## src/rtl/sdram_cmd_pkg.sv

```systemverilog
package sdram_cmd_pkg;

  // {cs_n, ras_n, cas_n, we_n}
  typedef enum logic [3:0] {
    CMD_ACT   = 4'b0011,
    CMD_RD    = 4'b0101,
    CMD_WR    = 4'b0100,
    CMD_PRE   = 4'b0010,
    CMD_NOP   = 4'b0111,
    CMD_DESEL = 4'b1111
  } sd_cmd_e;

  typedef enum logic [1:0] {
    ST_IDLE,
    ST_ACT,
    ST_RW,
    ST_PRE
  } eng_st_e;

  function automatic int max2(input int x, input int y);
    return (x > y) ? x : y;
  endfunction

endpackage

```

## src/rtl/sdram_addr_split.sv

```systemverilog
module sdram_addr_split #(
  parameter int BANK_W = 2,
  parameter int ROW_W  = 12,
  parameter int COL_W  = 9,
  parameter int ADDR_W = BANK_W + ROW_W + COL_W
) (
  input  logic [ADDR_W-1:0] addr_i,
  output logic [BANK_W-1:0] bank_o,
  output logic [ROW_W-1:0]  row_o,
  output logic [COL_W-1:0]  col_o
);
  assign {bank_o, row_o, col_o} = addr_i;
endmodule

```

## src/rtl/sdram_gap_timer.sv

```systemverilog
module sdram_gap_timer #(
  parameter int CNT_W = 4
) (
  input  logic             clk_i,
  input  logic             rst_ni,
  input  logic             load_i,
  input  logic [CNT_W-1:0] load_val_i,
  output logic             zero_o
);
  logic [CNT_W-1:0] cnt_q;

  always_ff @(posedge clk_i or negedge rst_ni) begin
    if (!rst_ni)             cnt_q <= '0;
    else if (load_i)         cnt_q <= load_val_i;
    else if (cnt_q != '0)    cnt_q <= cnt_q - 1'b1;
  end

  assign zero_o = (cnt_q == '0);
endmodule

```

## src/rtl/sdram_rd_pipe.sv

```systemverilog
module sdram_rd_pipe #(
  parameter int DATA_W  = 16,
  parameter int CAS_LAT = 2,
  parameter int RD_PIPE = 2
) (
  input  logic              clk_i,
  input  logic              rst_ni,
  input  logic              rd_cmd_i,
  input  logic [DATA_W-1:0] dq_i,
  output logic              rvalid_o,
  output logic [DATA_W-1:0] rdata_o
);
  logic [CAS_LAT-1:0] lat_q;
  logic [RD_PIPE-1:0] vld_q;
  logic [DATA_W-1:0]  dat_q [RD_PIPE];
  logic               cap;

  assign cap = lat_q[CAS_LAT-1];

  always_ff @(posedge clk_i or negedge rst_ni) begin
    if (!rst_ni) begin
      lat_q <= '0;
      vld_q <= '0;
      for (int i = 0; i < RD_PIPE; i++) dat_q[i] <= '0;
    end else begin
      lat_q[0] <= rd_cmd_i;
      for (int i = 1; i < CAS_LAT; i++) lat_q[i] <= lat_q[i-1];
      vld_q[0] <= cap;
      if (cap) dat_q[0] <= dq_i;
      for (int i = 1; i < RD_PIPE; i++) begin
        vld_q[i] <= vld_q[i-1];
        dat_q[i] <= dat_q[i-1];
      end
    end
  end

  assign rvalid_o = vld_q[RD_PIPE-1];
  assign rdata_o  = dat_q[RD_PIPE-1];
endmodule

```

## src/rtl/sdram_cmd_engine.sv

```systemverilog
module sdram_cmd_engine
  import sdram_cmd_pkg::*;
#(
  parameter int BANK_W  = 2,
  parameter int ROW_W   = 12,
  parameter int COL_W   = 9,
  parameter int A_W     = 12,
  parameter int DATA_W  = 16,
  parameter int T_RCD   = 2,
  parameter int T_RAS   = 5,
  parameter int T_RC    = 6,
  parameter int T_RP    = 2,
  parameter int T_WR    = 3,
  parameter int CAS_LAT = 2,
  parameter int RD_PIPE = 2
) (
  input  logic                        clk_i,
  input  logic                        rst_ni,
  input  logic                        req_i,
  input  logic                        we_i,
  input  logic [BANK_W+ROW_W+COL_W-1:0] addr_i,
  input  logic [DATA_W-1:0]           wdata_i,
  input  logic [DATA_W/8-1:0]         bmask_i,
  output logic                        ready_o,
  output logic                        rvalid_o,
  output logic [DATA_W-1:0]           rdata_o,
  input  logic                        ref_req_i,
  output logic                        ref_gnt_o,
  output logic                        cs_no,
  output logic                        ras_no,
  output logic                        cas_no,
  output logic                        we_no,
  output logic [BANK_W-1:0]           ba_o,
  output logic [A_W-1:0]              a_o,
  output logic [DATA_W/8-1:0]         dqm_o,
  output logic [DATA_W-1:0]           dq_o,
  output logic                        dq_oe_o,
  input  logic [DATA_W-1:0]           dq_i
);
  localparam int ADDR_W    = BANK_W + ROW_W + COL_W;
  localparam int MASK_W    = DATA_W / 8;
  // write recovery stretched to cover tRAS - tRCD
  localparam int G_PRE_WR  = max2(T_RAS - T_RCD, T_WR);
  localparam int G_PRE_RD  = max2(T_RAS - T_RCD, 1);
  localparam int G_IDLE_WR = max2(max2(T_RP, T_RC - T_RCD - G_PRE_WR) - 1, 1);
  localparam int G_IDLE_RD = max2(max2(T_RP, T_RC - T_RCD - G_PRE_RD) - 1, 1);
  localparam int G_MAX     = max2(max2(T_RCD, G_PRE_WR),
                                  max2(G_PRE_RD, max2(G_IDLE_WR, G_IDLE_RD)));
  localparam int CNT_W     = max2($clog2(G_MAX + 1), 1);

  eng_st_e             st_q;
  sd_cmd_e             cmd_q;
  logic [BANK_W-1:0]   ba_q;
  logic [A_W-1:0]      a_q;
  logic [MASK_W-1:0]   dqm_q, msk_q;
  logic [DATA_W-1:0]   dq_q, wd_q;
  logic                oe_q, we_q;
  logic [COL_W-1:0]    col_q;

  logic [BANK_W-1:0]   bank_w;
  logic [ROW_W-1:0]    row_w;
  logic [COL_W-1:0]    col_w;
  logic                accept, tmr_zero, tmr_load;
  logic [CNT_W-1:0]    tmr_val;

  sdram_addr_split #(
    .BANK_W(BANK_W), .ROW_W(ROW_W), .COL_W(COL_W), .ADDR_W(ADDR_W)
  ) u_split (
    .addr_i(addr_i), .bank_o(bank_w), .row_o(row_w), .col_o(col_w)
  );

  assign ready_o   = (st_q == ST_IDLE) && !ref_req_i;
  assign ref_gnt_o = (st_q == ST_IDLE) && ref_req_i;
  assign accept    = req_i && ready_o;

  always_comb begin
    tmr_load = 1'b0;
    tmr_val  = '0;
    unique case (st_q)
      ST_IDLE: if (accept) begin
        tmr_load = 1'b1;
        tmr_val  = CNT_W'(T_RCD - 1);
      end
      ST_ACT: if (tmr_zero) begin
        tmr_load = 1'b1;
        tmr_val  = we_q ? CNT_W'(G_PRE_WR - 1) : CNT_W'(G_PRE_RD - 1);
      end
      ST_RW: if (tmr_zero) begin
        tmr_load = 1'b1;
        tmr_val  = we_q ? CNT_W'(G_IDLE_WR - 1) : CNT_W'(G_IDLE_RD - 1);
      end
      default: ;
    endcase
  end

  sdram_gap_timer #(.CNT_W(CNT_W)) u_timer (
    .clk_i(clk_i), .rst_ni(rst_ni), .load_i(tmr_load),
    .load_val_i(tmr_val), .zero_o(tmr_zero)
  );

  always_ff @(posedge clk_i or negedge rst_ni) begin
    if (!rst_ni) begin
      st_q  <= ST_IDLE;
      cmd_q <= CMD_DESEL;
      ba_q  <= '0;
      a_q   <= '0;
      dqm_q <= '0;
      dq_q  <= '0;
      oe_q  <= 1'b0;
      we_q  <= 1'b0;
      col_q <= '0;
      wd_q  <= '0;
      msk_q <= '0;
    end else begin
      oe_q  <= 1'b0;
      dqm_q <= '0;
      unique case (st_q)
        ST_IDLE: begin
          cmd_q <= CMD_DESEL;
          if (accept) begin
            cmd_q <= CMD_ACT;
            ba_q  <= bank_w;
            a_q   <= A_W'(row_w);
            we_q  <= we_i;
            col_q <= col_w;
            wd_q  <= wdata_i;
            msk_q <= bmask_i;
            st_q  <= ST_ACT;
          end
        end
        ST_ACT: begin
          cmd_q <= CMD_NOP;
          if (tmr_zero) begin
            cmd_q <= we_q ? CMD_WR : CMD_RD;
            a_q   <= A_W'(col_q);   // A10 low: no auto-precharge
            if (we_q) begin
              oe_q  <= 1'b1;
              dq_q  <= wd_q;
              dqm_q <= ~msk_q;
            end
            st_q  <= ST_RW;
          end
        end
        ST_RW: begin
          cmd_q <= CMD_NOP;
          if (tmr_zero) begin
            cmd_q <= CMD_PRE;     // single bank, A10 low
            a_q   <= '0;
            st_q  <= ST_PRE;
          end
        end
        default: begin
          cmd_q <= CMD_NOP;
          if (tmr_zero) begin
            cmd_q <= CMD_DESEL;
            st_q  <= ST_IDLE;
          end
        end
      endcase
    end
  end

  sdram_rd_pipe #(
    .DATA_W(DATA_W), .CAS_LAT(CAS_LAT), .RD_PIPE(RD_PIPE)
  ) u_rd_pipe (
    .clk_i(clk_i), .rst_ni(rst_ni), .rd_cmd_i(cmd_q == CMD_RD),
    .dq_i(dq_i), .rvalid_o(rvalid_o), .rdata_o(rdata_o)
  );

  assign {cs_no, ras_no, cas_no, we_no} = cmd_q;
  assign ba_o    = ba_q;
  assign a_o     = a_q;
  assign dqm_o   = dqm_q;
  assign dq_o    = dq_q;
  assign dq_oe_o = oe_q;
endmodule

```

## config.mk

```make
export PLATFORM = sky130hd
export DESIGN_NAME = sdram_cmd_engine
export DESIGN_NICKNAME = d
export VERILOG_FILES = /design/src/rtl/sdram_cmd_pkg.sv /design/src/rtl/sdram_addr_split.sv /design/src/rtl/sdram_gap_timer.sv /design/src/rtl/sdram_rd_pipe.sv /design/src/rtl/sdram_cmd_engine.sv
export SDC_FILE = /design/constraint.sdc
export NUM_CORES = 1
export LEC_CHECK = 0
export CORE_MARGIN = 4
export CORE_UTILIZATION = 40
export CTS_CLUSTER_DIAMETER = 100
export DETAILED_ROUTE_END_ITERATION = 7
export PLACE_DENSITY_LB_ADDON = 0.2
export SYNTH_ARGS = -nofsm -noshare
export SYNTH_HDL_FRONTEND = slang
export SYNTH_HIERARCHICAL = 1
export SYNTH_SLANG_ARGS = --single-unit
```

## constraint.sdc

```tcl
create_clock -name clk_i -period 1.8 [get_ports clk_i]
set_input_delay 0.36 -clock clk_i [delete_from_list [all_inputs] [get_ports clk_i]]
set_output_delay 0.36 -clock clk_i [all_outputs]
set_load 0.03 [all_outputs]
```

==> run metrics, run 1 <==
critical-path cell list=inv_4 -> ha_4 -> buf_6 -> buf_6 -> nor2b_1 -> buf_4; maximum VDD drop=around 0.85 mV; height of the die=113 µm; fin. max-slew vios=0; skew final=10.9 ps; slowest stage delay, CP=about 440 ps; initial antenna violation count=0; Syn Area/Cell=between 10 and 15 µm²; Slew @ Worst Pin=roughly 350 ps; most frequent cells in the layout=dfrtp_1 (99), clkdlybuf4s50_1 (75), mux2_2 (53); WL/cell=approximately 15 µm; Port Buffers=117; worst min path class=flip-flop to flip-flop; Worst-Skew Late Latency=between 300 and 400 ps; switch share=0.376; total CTS buffers=9; Post-Synthesis Cells=between 300 and 400; Leakage=around 2.9 nW; Nets=about 480; failing checks=setup timing; first-pass detailed-route iteration total=4; RSZ-0062 raised after global routing=true; Final Cycle Share=1.03; CP max-delay cell=dfrtp_2; Synth async-reset ratio=1.00; ys flop type=dfrtp_1; IO Count=around 120; via count=around 2600; number of routed nets with antenna violations=0; Int Power=6.75 mW; DP Wirelength=approximately 6100 µm; status=finished, violations left; CP Class=flip-flop to primary output; Core Region=between 0.01 and 0.015 mm²; relative slew slack=0.767; row count=37; largest net degree at the start of global routing=47; final hold vios=0; first-pass GRT wire length=14000 µm; initial drt markers=104; CP Max Fanout=3; Synth-to-Final Area Change=35.2%; Total Wirelength=about 8400 µm; GRT Overall Usage=0.139; Die ar.=around 0.013 mm²; CTS Root Buffer Type=clkbuf_8; sequential power share=0.374; CTS sink cnt=105; Seq cells post-synth=around 110; Worst setup EP type=primary output; Yosys top cell area share=0.577; setup TNS=-202 ps; Synth area leader=dfrtp_1; most frequent CP cell=buf_6; Req. time, crit path=~1400 ps; layout filler cell count=between 900 and 1000; Final setup viols=7; Comb pwr share=0.495; most common cell after layout, fill and taps aside=dfrtp_1; drt via density=between 4 and 5; max cap viols=0; Clock Power Share=0.131; Ys Warns=6; EDFF count, synth=0; Synth area leaders=dfrtp_1 (58%), mux2_2 (14%), buf_4 (6.7%), mux2_4 (4.1%), dfstp_2 (2.4%); Initial Util=0.417; H-tree depth=3; Antenna Cells=0; share of layout cells above drive strength 1=0.303; Max Clk Rate=540 MHz; Remaining DRCs=0; CTS tree=yes; post-route setup slack=-50.7 ps; routability cong.=around 0.76; Congestion Overflow GR=0; Final min period=approximately 1900 ps; CP arrival=between 1000 and 1500 ps; critical path launch point type=flip-flop; Power Density=around 1800 mW/mm²; CP top delay family=flip-flops; critical path buffer and inverter count=4; cell area after synthesis=~0.0044 mm²; vias in the first global route=around 2800; DP Worst Slack=-111 ps; library cells used by synthesis=33; sequential-to-total area share from yosys stat=0.601; Clock Path Buffers=2; DIE WIDTH=between 100 and 150 µm; Psw=4.06 mW; Clk pin slew, worst setup/hold paths=around 110 ps; syn nets=around 380
worst paths after layout:
check | start | to | slack [ps] | cells after the start
max in group asynchronous | rst_ni | cmd_q[0] | 750 | 3
worst max-delay path | st_q[1] | ready_o | -50 | 6
worst min register to register | u_rd_pipe/vld_q[0] | u_rd_pipe/vld_q[1] | 350 | 0
worst min-delay path | u_rd_pipe/vld_q[0] | u_rd_pipe/vld_q[1] | 350 | 0
min in group asynchronous | rst_ni | u_rd_pipe/rdata_o[4] | 420 | 2
worst max register to register | st_q[0] | a_o[11] | -40 | 6
final cells by class:
cell class              count  area [µm²]  area share
repair buffers            142        1490       0.252
clock buffers               9         124      0.0209
well taps                 136         170      0.0287
inverters                  17        68.8      0.0116
flip-flops and latches    105        2640       0.445
clock inverters             7        67.6      0.0114
multi-input cells         139        1360       0.230
Yosys cell counts (all sizes together) (2+ instances only):
master and n:
dfrtp 101, buf 49, ha 6, inv 17
nand3 2, dfstp 4, nor2b 12, nor2 6
a21oi 12, nand2 5, mux2 67, and2 4
mux2i 8, o21ai 5
per-layer routing:
layer,track usage,vias up,share of wire
li1,-,1200,-
met1,0.180,1253,0.45
met2,0.211,93,0.45
met3,0.0615,7,0.084
met4,0.0433,0,0.014
met5,0,-,0
power by group through the flow:
stage | combinational (mW) | clock, mW | sequential, mW
3_3_place_gp | 5.18 | 0 | 4.08
4_1_cts | 5.35 | 1.49 | 4.07
2_1_floorplan | 2.96 | 0 | 4.72
3_5_place_dp | 5.27 | 0 | 4.13
6_report | 5.35 | 1.42 | 4.04
5_1_grt | 5.75 | 1.59 | 4.20
registers in the layout, indices dropped and copies added (netlist names):
| name | flops |
|---|---|
| u_rd_pipe/vld_q | 2 |
| dq_oe_o | 1 |
| dqm_o | 2 |
| cmd_q | 4 |
| st_q | 2 |
| u_rd_pipe/rdata_o | 16 |
| u_rd_pipe/lat_q | 2 |
| a_o | 12 |
| u_timer/cnt_q | 2 |
| col_q | 9 |
| wd_q | 16 |
| dq_o | 16 |
| msk_q | 2 |
| u_rd_pipe/dat_q | 16 |
| we_q | 1 |
| ba_o | 2 |
through the flow:
| stage | std cells | total power [mW] | area [µm²] | util | hold WS [ps] |
|---|---|---|---|---|---|
| 5_1_grt | 555 | 11.5 | 5920 | 0.563 | 362 |
| 2_1_floorplan | 311 | 7.68 | 4420 | - | 64.4 |
| 4_1_cts | 554 | 10.9 | 5820 | 0.554 | 360 |
| 3_3_place_gp | 533 | 9.26 | 5580 | 0.531 | 284 |
| 3_5_place_dp | 533 | 9.40 | 5580 | 0.531 | 288 |
| 6_report | 555 | 10.8 | 5920 | 0.563 | 352 |
repair_timing:
item,in CTS,in global routing
endpoints found under the hold margin,22,0
hold buffers,1,0
setup endpoints to repair,32,44
resized for setup,27,31
pin swaps,3,0
setup buffers,4,1
logic make-up (layout without fill, tap and decap cells):
logic type	count (synthesis)	after routing	synth area share
AOI/OAI and AO/OA	23	23	0.0329
adders and majority gates	6	6	0.0171
DFF	105	105	0.601
buffers and inverters	67	175	0.0997
and+or+nand+nor	34	34	0.0460
muxes	75	75	0.201
xor gates and xnor gates	1	1	0.00200
Note: power is estimated with default switching activity, not from simulation.
==> inputs of run 2 (changes only) <==
--- a/config.mk
+++ b/config.mk
@@ -8,7 +8,9 @@
 export CORE_MARGIN = 4
 export CORE_UTILIZATION = 40
 export CTS_CLUSTER_DIAMETER = 100
+export CTS_CLUSTER_SIZE = 40
 export DETAILED_ROUTE_END_ITERATION = 7
+export GPL_TIMING_DRIVEN = 1
 export PLACE_DENSITY_LB_ADDON = 0.2
 export SYNTH_ARGS = -nofsm -noshare
 export SYNTH_HDL_FRONTEND = slang
==> results of run 2 <==
The final DEF is identical to that of run 1; final timing and power are the same.
